[src/rtl/vbl_nmi_pkg.sv]
package vbl_nmi_pkg;

    // Events seen by the block on one dot
    typedef struct packed {
        logic vbl_on;   // set dot of vertical blank
        logic vbl_off;  // end-of-blank dot
        logic rd;       // status read on this dot
    } dot_evt_t;

    // Update chosen for the stored flag at the end of a dot
    typedef enum logic [1:0] {
        FL_HOLD = 2'd0,
        FL_SET  = 2'd1,
        FL_CLR  = 2'd2
    } flag_act_t;

    // A clear (end of blank or read) beats a set on the same dot
    function automatic flag_act_t pick_act(dot_evt_t e, logic blk);
        if (e.vbl_off || e.rd) return FL_CLR;
        if (e.vbl_on && !blk)  return FL_SET;
        return FL_HOLD;
    endfunction

    // Value a read on this dot returns
    function automatic logic view_of(logic stored, dot_evt_t e, logic blk);
        if (e.vbl_off) return 1'b0;
        return stored || (e.vbl_on && !blk);
    endfunction

    // Interrupt request for the next dot, built from the stored flag
    function automatic logic nmi_req(logic stored, logic en, logic rd, logic off);
        return stored && en && !rd && !off;
    endfunction

endpackage

[src/rtl/vbl_rd_tracker.sv]
module vbl_rd_tracker
    import vbl_nmi_pkg::*;
(
    input  logic     clk,
    input  logic     rst,
    input  dot_evt_t evt,
    output logic     set_blk
);
    logic rd_prev_q;  // a read happened on the previous dot
    logic sup_q;      // setting blocked for the rest of this frame

    always_ff @(posedge clk) begin
        if (rst) begin
            rd_prev_q <= 1'b0;
            sup_q     <= 1'b0;
        end else begin
            rd_prev_q <= evt.rd;
            if (evt.vbl_off)
                sup_q <= 1'b0;
            else if (evt.vbl_on && rd_prev_q)
                sup_q <= 1'b1;
        end
    end

    assign set_blk = sup_q || (evt.vbl_on && rd_prev_q);
endmodule

[src/rtl/vbl_flag_core.sv]
module vbl_flag_core
    import vbl_nmi_pkg::*;
(
    input  logic     clk,
    input  logic     rst,
    input  dot_evt_t evt,
    input  logic     set_blk,
    output logic     flag_q,
    output logic     flag_view
);
    flag_act_t act;

    always_comb act = pick_act(evt, set_blk);

    always_ff @(posedge clk) begin
        if (rst) begin
            flag_q <= 1'b0;
        end else begin
            unique case (act)
                FL_SET:  flag_q <= 1'b1;
                FL_CLR:  flag_q <= 1'b0;
                default: flag_q <= flag_q;
            endcase
        end
    end

    assign flag_view = view_of(flag_q, evt, set_blk);
endmodule

[src/rtl/vbl_nmi_drive.sv]
module vbl_nmi_drive
    import vbl_nmi_pkg::*;
(
    input  logic clk,
    input  logic rst,
    input  logic flag_q,
    input  logic nmi_en,
    input  logic rd,
    input  logic vbl_off,
    output logic nmi_n
);
    logic nmi_q;

    always_ff @(posedge clk) begin
        if (rst) nmi_q <= 1'b0;
        else     nmi_q <= nmi_req(flag_q, nmi_en, rd, vbl_off);
    end

    assign nmi_n = ~nmi_q;
endmodule

[src/rtl/vbl_nmi_gen.sv]
module vbl_nmi_gen
    import vbl_nmi_pkg::*;
(
    input  logic clk,
    input  logic rst,
    input  logic vbl_start,
    input  logic vbl_end,
    input  logic rd_stb,
    input  logic nmi_en,
    output logic flag_view,
    output logic nmi_n
);
    dot_evt_t evt;
    logic     set_blk;
    logic     flag_q;

    always_comb begin
        evt.vbl_on  = vbl_start;
        evt.vbl_off = vbl_end;
        evt.rd      = rd_stb;
    end

    vbl_rd_tracker u_trk (
        .clk     (clk),
        .rst     (rst),
        .evt     (evt),
        .set_blk (set_blk)
    );

    vbl_flag_core u_flag (
        .clk       (clk),
        .rst       (rst),
        .evt       (evt),
        .set_blk   (set_blk),
        .flag_q    (flag_q),
        .flag_view (flag_view)
    );

    vbl_nmi_drive u_nmi (
        .clk     (clk),
        .rst     (rst),
        .flag_q  (flag_q),
        .nmi_en  (nmi_en),
        .rd      (rd_stb),
        .vbl_off (vbl_end),
        .nmi_n   (nmi_n)
    );
endmodule

[config.mk]
export PLATFORM = sky130hd
export DESIGN_NAME = vbl_nmi_gen
export DESIGN_NICKNAME = d
export VERILOG_FILES = /design/src/rtl/vbl_nmi_pkg.sv /design/src/rtl/vbl_rd_tracker.sv /design/src/rtl/vbl_flag_core.sv /design/src/rtl/vbl_nmi_drive.sv /design/src/rtl/vbl_nmi_gen.sv
export SDC_FILE = /design/constraint.sdc
export NUM_CORES = 1
export LEC_CHECK = 0
export BUFFER_PORTS_ARGS = -buffer_cell sky130_fd_sc_hd__buf_2
export CAP_MARGIN = 20
export CORE_AREA = 2 2 39 41
export DETAILED_ROUTE_END_ITERATION = 12
export DIE_AREA = 0 0 41 43
export GPL_TIMING_DRIVEN = 0
export PLACE_DENSITY = 0.3
export SETUP_SLACK_MARGIN = 0.15
export SYNTH_ARGS = -nofsm -noshare
export SYNTH_HDL_FRONTEND = slang
export SYNTH_SLANG_ARGS = --single-unit
export TNS_END_PERCENT = 1
[constraint.sdc]
create_clock -name clk -period 3.2 [get_ports clk]
set_clock_uncertainty 0.15 [all_clocks]
set_input_delay 0.16 -clock clk [delete_from_list [all_inputs] [get_ports clk]]
set_output_delay 0.16 -clock clk [all_outputs]
set_load 0.1 [all_outputs]
==> impl_metrics.csv, run 1 <==
group,metric,value,unit
clock_network,cts_root_buf,"clkbuf_4",
min_path,min_path_type,"input pin to flop",
global_route,grt_start_max_net_pins,5,
yosys,ys_types,9,
yosys,yosysSeqAreaShare,0.561,
critical_path,cpPeakStageDelay,0.44,ns
clock_network,tritoncts,"done",
routing,num_vias,156,
global_route,grt.busiest_layer,"met3",
finish,n_antenna_cell,0,
timing,final.setup.tns,0,ns
global_route,track_usage,0.0532,
place,io_buffers,7,
critical_path,r2r-end,"u_flag.flag_q$_SDFFE_PP0P_",
critical_path,path_cells,"or3b_1 -> a21oi_1 -> buf_2",
power,max-vdd-ir-drop,0.182,mV
critical_path,worst-path-buf-inv,1,
routing,viasPerCell,3.55,
yosys,ys_warn_count,0,
floorplan,initial_utilization,0.103,
timing,finalSetupViolations,0,
routing,drtAntennaViolNets,0,
critical_path,cp.arrival,1.54,ns
yosys,ys_ff_latch,4,
routing,drt_iter0_drc,0,
place,dpl_cell_area,198,sq um
finish,layout-drive-gt1-share,0.393,
clock_network,clk_path_buf_depth,2,
critical_path,critical_path.top_delay_family,"buffers and inverters",
global_route,grt_pass1_vias,164,
critical_path,startpoint_type,"flop",
power,p_per_area,501,nW/um^2
clock_network,clk_pin_slew,0.03,ns
floorplan,die_w,41,um
critical_path,cp-startpoint,"u_trk.sup_q$_SDFFE_PP0P_",
timing,rsz0062_at_grt,"no",
yosys,syn_area,143,sq um
power,p_leak,0.108,nW
routing,dr.pass1.iters,1,
timing,period_minus_slack,1.85,ns
global_route,grt_pass1_wl,572,um
critical_path,crit_end,"flag_view",
finish,final_nets,36,
timing,hold_viol,0,
clock_network,hold_buffers,4,
clock_network,clk_latency,0.23,ns
floorplan,coreArea,1380,sq um
critical_path,path_class,"flop to output pin",
global_route,grtUsageMet3,0.0681,
place,finalWeightedCongestion,0.650,
global_route,antenna_found_initial,0,
clock_network,post_cts_buffers,0,
finish,fill_cells,152,
outcome,status,"finished, final reports clean",
critical_path,cp-end-kind,"output pin",
critical_path,cp_num_cells,3,
routing,drc,0,
clock_network,h-tree-depth,1,
floorplan,io_pins,8,
yosys,syn_nets,20,
global_route,gr-total-overflow,0,
timing,finalCritPeriodShare,0.578,
clock_network,numCtsBuffers,3,
critical_path,reg2reg_from,"u_trk.sup_q$_SDFFE_PP0P_",
critical_path,slowest_stage,"buf_2",
finish,final_cell_area,260,sq um
critical_path,worstPathMaxFanout,2,
floorplan,dieArea,1760,sq um
global_route,use_met1,0.0514,
timing,tightest_slew,0.488,ns
power,finalPower,0.130,mW
critical_path,worst-endpoint-required,2.89,ns
critical_path,reg2reg_depth,3,
floorplan,rows,14,
timing,slew_headroom,0.677,
floorplan,die_h,43,um
timing,max_clock_freq,541,MHz
routing,wirelength,326,um
critical_path,r2r_slack,1.36,ns
timing,drv_slew,0,
routing,routedWlPerCell,7.41,um
finish,area_delta_synth_final,82.5,%
clock_network,cts_num_sinks,4,
flow_run,cap_violations,0,
yosys,syn_avg_cell_area,10.2,sq um
yosys,synth_cells,14,
min_path,min-delay-start,"vbl_end",
global_route,grtUsageMet2,0.0656,
clock_network,cts-resized-gates,0,
==> per-layer routing <==
layer	share of wire	wire (um)	vias to the layer above
li1	-	-	80
met4	0	0	0
met5	0	0	-
met3	0.16	51	0
met1	0.48	158	65
met2	0.35	115	11
==> metrics by stage <==
stage / hold slack [ns] / cells / util / setup WS (ns)
floorplan: 0.0789 / 14 / - / 0.702
global route: 0.0234 / 44 / 0.188 / 1.28
detailed placement: 0.222 / 37 / 0.143 / 1.59
CTS: 0.00629 / 44 / 0.188 / 1.34
global placement: 0.220 / 37 / 0.143 / 1.58
finish: 0.00551 / 44 / 0.188 / 1.35
==> worst min path at each step <==
stage	to	slack, ns	cells after the start
5_1_grt	u_trk.sup_q$_SDFFE_PP0P_	0.02	2
3_3_place_gp	u_nmi.nmi_q$_SDFF_PP0_	0.22	2
6_report	u_trk.sup_q$_SDFFE_PP0P_	0.006	2
3_5_place_dp	u_nmi.nmi_q$_SDFF_PP0_	0.22	2
2_1_floorplan	u_flag.flag_q$_SDFFE_PP0P_	0.08	1
4_1_cts	u_trk.sup_q$_SDFFE_PP0P_	0.006	2
==> sequential cells by signal (all words and copies together), names as in the netlist <==
name,count
u_nmi.nmi_q,1
u_flag.flag_q,1
u_trk.rd_prev_q,1
u_trk.sup_q,1
==> power by group <==
part | switching [mW] | total, mW | internal, mW
combinational | 0.0110 | 0.0176 | 0.00664
sequential | 0.000514 | 0.0520 | 0.0515
clock | 0.0189 | 0.0607 | 0.0418
total | 0.0304 | 0.130 | 0.100
==> worst reg2reg max path: cells and delay by family, from the launching register on <==
family,cells,cell delay [ns]
AO/OA/AOI/OAI,1,0.35
buffers and inverters,1,0.58
AND/OR/NAND/NOR,1,0.41
flip-flops,1,0.29
==> layout by cell type (no fill, tap or decap), drive strengths merged <==
master	instances
a21oi	2
nand2	1
nor3	1
dfxtp	4
clkbuf	3
nor2b	1
buf	7
nor4	1
or3b	1
inv	2
a2111oi	1
dlygate4sd3	4
==> Yosys cell counts, drive strengths merged <==
cell / instances / area, sq um
dfxtp: 4 / 80.1
or3b: 1 / 8.76
a21oi: 2 / 10.0
nor4: 1 / 6.26
nor2b: 1 / 6.26
inv: 2 / 7.51
a2111oi: 1 / 15.0
nor3: 1 / 5.00
nand2: 1 / 3.75
==> cells by family after synthesis <==
kind of cell / Yosys count / share of synthesized area
and+or+nand+nor: 5 / 0.211
DFF: 4 / 0.561
AOI/OAI and AO/OA: 3 / 0.175
buffers and inverters: 2 / 0.0527
==> area by class of cell <==
class	instances	area (sq um)	share of cell area
Sequential cell	4	80.1	0.308
Multi-Input combinational cell	8	55.1	0.212
Tap cell	16	20.0	0.0769
Clock buffer	3	22.5	0.0865
Timing Repair Buffer	11	75.1	0.288
Inverter	2	7.51	0.0288
(Power assumes the default switching activity.)
==> inputs of run 2 (changes only) <==
clock period = 1.6 ns   (was 3.2 ns; I/O delays follow)
==> run 2 against run 1 <==
Clock power up 100%. Core utilization up 2.8 points. Cell area up 15%. Flip-flop and latch count unchanged.
==> impl_metrics.csv, run 2 (same netlist as run 1, synthesis figures left out) <==
group,metric,value,unit
outcome,status,"finished, final reports clean",
floorplan,initial_utilization,0.103,
critical_path,cp-end-kind,"output pin",
global_route,track_usage,0.0663,
routing,dr.pass1.iters,1,
timing,tightest_slew,0.485,ns
floorplan,io_pins,8,
timing,final.setup.tns,0,ns
timing,slew_headroom,0.679,
flow_run,cap_violations,0,
routing,num_vias,152,
critical_path,path_class,"flop to output pin",
critical_path,worstPathMaxFanout,2,
timing,finalCritPeriodShare,0.945,
finish,n_antenna_cell,0,
finish,final_nets,37,
place,hpwl,272,um
min_path,hold_path_depth,3,
critical_path,cpPeakStageDelay,0.41,ns
finish,layout_commonest_cell,"buf_2",
clock_network,cts_root_buf,"clkbuf_4",
place,io_buffers,7,
critical_path,reg2reg_from,"u_trk.sup_q$_SDFFE_PP0P_",
critical_path,path_cells,"or3b_4 -> a21oi_4 -> buf_12",
critical_path,r2r_slack,0.29,ns
timing,period_minus_slack,1.51,ns
routing,wirelength,343,um
routing,drc,0,
global_route,gr-total-overflow,0,
floorplan,coreArea,1380,sq um
floorplan,dieArea,1760,sq um
finish,finish.utilization,0.216,
critical_path,slowest_stage,"or3b_4",
clock_network,h-tree-depth,1,
power,finalPower,0.276,mW
critical_path,reg2reg_depth,2,
critical_path,r2r-end,"u_flag.flag_q$_SDFFE_PP0P_",
place,dpl_cell_area,211,sq um
routing,drtAntennaViolNets,0,
place,pre_cts_ws,0.118,ns
finish,final_cell_area,299,sq um
clock_network,clk_path_buf_depth,2,
clock_network,clk_pin_slew,0.04,ns
global_route,grt_start_max_net_pins,5,
global_route,antenna_found_initial,0,
timing,finalSetupViolations,0,
floorplan,die_w,41,um
place,finalWeightedCongestion,0.524,
clock_network,tritoncts,"done",
min_path,min_path_type,"input pin to flop",
finish,area_delta_synth_final,110,%
clock_network,numCtsBuffers,3,
clock_network,cts_num_sinks,4,
power,p_per_area,924,nW/um^2
timing,hold_viol,0,
finish,layout-drive-gt1-share,0.448,
min_path,min-delay-start,"vbl_start",
timing,drv_slew,0,
critical_path,cp.arrival,1.28,ns
power,max-vdd-ir-drop,0.191,mV
floorplan,rows,14,
timing,rsz0062_at_grt,"yes",
critical_path,startpoint_type,"flop",
routing,viasPerCell,3.38,
timing,max_clock_freq,661,MHz
global_route,grt_pass1_vias,186,
floorplan,die_h,43,um
routing,drt_iter0_drc,0,
timing,layout_setup_ws,0.0878,ns
power,p_leak,0.112,nW
global_route,grt_pass1_wl,648,um
routing,routedWlPerCell,7.62,um
clock_network,clk_latency,0.23,ns
finish,final_cell_mix,"6 x buf_2, 5 x dlygate4sd3_1, 4 x dfxtp_1",
min_path,hold_path_end,"u_flag.flag_q$_SDFFE_PP0P_",
critical_path,worst-endpoint-required,1.37,ns
-- run 2: critical path, delay by kind of cell, from the launching register on --
kind | cells | cell delay (ns)
flops | 1 | 0.30
compound gates | 1 | 0.15
buf+inv | 1 | 0.18
simple gates | 1 | 0.41
-- run 2: cell type report --
class | instances | area [sq um]
Tap cell | 16 | 20.0
Fill cell | 164 | 1080
Clock buffer | 3 | 22.5
Multi-Input combinational cell | 8 | 68.8
Inverter | 2 | 7.51
Timing Repair Buffer | 12 | 100
Sequential cell | 4 | 80.1
-- run 2: metrics by stage --
stage	hold WS, ns	std cells
4_1_cts	0.148	45
2_1_floorplan	-0.00114	14
6_report	0.154	45
3_5_place_dp	0.152	37
3_3_place_gp	0.148	37
5_1_grt	0.163	45
-- run 2: worst max-delay path by stage --
stage,startpoint,endpoint,slack [ns],cells after the start
4_1_cts,u_trk.sup_q$_SDFFE_PP0P_,flag_view,0.07,3
5_1_grt,u_trk.sup_q$_SDFFE_PP0P_,flag_view,0.04,3
6_report,u_trk.sup_q$_SDFFE_PP0P_,flag_view,0.09,3
2_1_floorplan,u_trk.sup_q$_SDFFE_PP0P_,flag_view,0.1,2
3_3_place_gp,u_trk.sup_q$_SDFFE_PP0P_,flag_view,0.12,3
3_5_place_dp,u_trk.sup_q$_SDFFE_PP0P_,flag_view,0.12,3
-- run 2: power by group --
part	internal [mW]	switching, mW	total, mW	leakage [nW]
Sequential	0.103	0.00120	0.104	0.0326
Combinational	0.0248	0.0251	0.0500	0.0651
Clock	0.0837	0.0384	0.122	0.0138
Total	0.212	0.0648	0.276	0.112
-- run 2: layer usage --
| metal | wire [um] | share of wire | GRT usage |
|---|---|---|---|
| met4 | 0 | 0 | 0.120 |
| met2 | 248 | 0.72 | 0.0969 |
| met3 | 8 | 0.023 | 0.0314 |
| met1 | 85 | 0.25 | 0.0354 |
| met5 | 0 | 0 | 0 |
-- run 2: repair_timing --
action	4_1_cts	5_1_grt
resized for setup	4	0
endpoints found under the hold margin	4	0
endpoints found under the setup margin	1	1
hold buffers	5	0
setup buffers	0	0
==> inputs of run 3 (changes only) <==
--- a/config.mk
+++ b/config.mk
@@ -14,4 +14,5 @@
 export PLACE_DENSITY = 0.3
 export SETUP_SLACK_MARGIN = 0.15
+export SKIP_LAST_GASP = 1
 export SYNTH_ARGS = -nofsm -noshare
 export SYNTH_HDL_FRONTEND = slang
==> constraint.sdc (replaced) <==
create_clock -name clk -period 1.6 [get_ports clk]
set_clock_uncertainty 0.15 [all_clocks]
set_input_delay 0.32 -clock clk [delete_from_list [all_inputs] [get_ports clk]]
set_output_delay 0.32 -clock clk [all_outputs]
set_load 0.1 [all_outputs]
==> run 3 against run 2 <==
The flow now finishes with violations (negative setup slack). Routed wire length down 9.9%. Flip-flop and latch count is the same. Power decreased by 3.6%. Setup slack worse by 0.24 ns. Highest routed layer unchanged. Count of clock-buffer cells in the layout is the same. Core utilization decreased by 3.6 points. First-iteration DRC count unchanged. Die area did not move. Global-route usage is 0.60 points lower. Largest cell class is now registers.
==> impl_metrics.csv, run 3 (same netlist as run 1, synthesis figures left out) <==
group,metric,value,unit
global_route,track_usage,0.0602,
finish,layout-drive-gt1-share,0.542,
power,pwr-share-comb,0.152,
critical_path,path_class,"flop to output pin",
min_path,min_path_type,"input pin to flop",
floorplan,initial_utilization,0.103,
critical_path,worstPathMaxFanout,2,
place,placed_cells,37,
power,finalPower,0.266,mW
critical_path,slowest_stage,"or3b_4",
power,pwr-share-clk,0.456,
critical_path,startpoint_type,"flop",
routing,num_vias,132,
finish,n_antenna_cell,0,
timing,max_clock_freq,571,MHz
global_route,antenna_found_initial,0,
timing,hold_ws,0.152,ns
power,p_int,0.204,mW
critical_path,cpPeakStageDelay,0.41,ns
flow_run,cap_violations,0,
timing,finalSetupViolations,1,
place,pre_cts_ws,-0.222,ns
critical_path,cp-end-kind,"output pin",
finish,final_cell_area,249,sq um
critical_path,critical_path.top_delay_family,"simple AND/OR/NAND/NOR gates",
global_route,grt_pass1_vias,163,
floorplan,io_pins,8,
timing,slew_headroom,0.679,
timing,period_minus_slack,1.75,ns
timing,rsz0062_at_grt,"yes",
routing,drtAntennaViolNets,0,
power,power.switching,0.0629,mW
place,hpwl,272,um
routing,viasPerCell,3.30,
clock_network,post_cts_buffers,0,
global_route,grt_start_max_net_pins,5,
timing,final.setup.tns,-0.152,ns
routing,drc,0,
floorplan,rows,14,
global_route,gr-total-overflow,0,
routing,dr.pass1.iters,1,
floorplan,die_w,41,um
clock_network,clk_latency,0.23,ns
timing,drv_slew,0,
finish,fill_cells,170,
clock_network,clk_pin_slew,0.04,ns
clock_network,numCtsBuffers,3,
critical_path,path_cells,"or3b_4 -> a21oi_4 -> buf_12",
outcome,status,"complete, but fails checks",
place,dpl_cell_area,211,sq um
floorplan,coreArea,1380,sq um
power,seqPwrFrac,0.391,
finish,finish.utilization,0.180,
timing,tightest_slew,0.485,ns
routing,routedWlPerCell,7.73,um
finish,area_delta_synth_final,74.6,%
power,max-vdd-ir-drop,0.190,mV
finish,layout_commonest_cell,"buf_2",
routing,wirelength,309,um
critical_path,cp.arrival,1.28,ns
power,p_per_area,1070,nW/um^2
outcome,violations,"negative setup slack",
clock_network,tritoncts,"done",
critical_path,worst-path-buf-inv,1,
power,p_leak,0.0906,nW
global_route,grt_pass1_wl,565,um
power,switching_share,0.236,
clock_network,clk_path_buf_depth,2,
routing,drt_iter0_drc,0,
clock_network,h-tree-depth,1,
clock_network,cts_root_buf,"clkbuf_4",
timing,layout_setup_ws,-0.152,ns
floorplan,dieArea,1760,sq um
finish,final_cell_mix,"6 x buf_2, 4 x dfxtp_1, 3 x clkbuf_4",
timing,hold_viol,0,
critical_path,worst-endpoint-required,1.13,ns
clock_network,cts_num_sinks,4,
floorplan,die_h,43,um
place,io_buffers,7,
finish,stdcell_count,40,
place,finalWeightedCongestion,0.524,
finish,final_nets,32,
timing,finalCritPeriodShare,1.09,
-- run 3: power by group through the flow --
stage          sequential, mW  clock (mW)  combinational (mW)
2_1_floorplan           0.105           0              0.0227
3_3_place_gp            0.106           0              0.0353
3_5_place_dp            0.106           0              0.0353
4_1_cts                 0.104       0.130              0.0412
5_1_grt                 0.105       0.134              0.0432
6_report                0.104       0.122              0.0406
-- run 3: path summary, 6_finish.rpt --
check / from / endpoint / slack [ns] / cells past startpoint
setup reg to reg: u_trk.sup_q$_SDFFE_PP0P_ / u_flag.flag_q$_SDFFE_PP0P_ / 0.29 / 2
hold reg to reg: u_flag.flag_q$_SDFFE_PP0P_ / u_nmi.nmi_q$_SDFF_PP0_ / 0.30 / 2
setup / recovery: u_trk.sup_q$_SDFFE_PP0P_ / flag_view / -0.15 / 3
hold / removal: rd_stb / u_flag.flag_q$_SDFFE_PP0P_ / 0.15 / 2
-- run 3: layout make-up --
type,instances,area (sq um),share of cell area
clock buffer,3,22.5,0.0905
multi-input combinational,8,68.8,0.276
sequential,4,80.1,0.322
inverter,2,7.51,0.0302
timing repair buffer,7,50.0,0.201
tap,16,20.0,0.0804
-- run 3: what timing repair did --
item | CTS | global route
hold buffers | 0 | 0
cloned | 0 | 0
endpoints found under the setup margin | 2 | 2
gates resized for setup | 4 | 0
-- run 3: routing by layer --
metal / part of all wire / GRT usage
met3: 0.026 / 0.0314
met5: 0 / 0
met4: 0 / 0.120
met1: 0.21 / 0.0225
met2: 0.76 / 0.0906
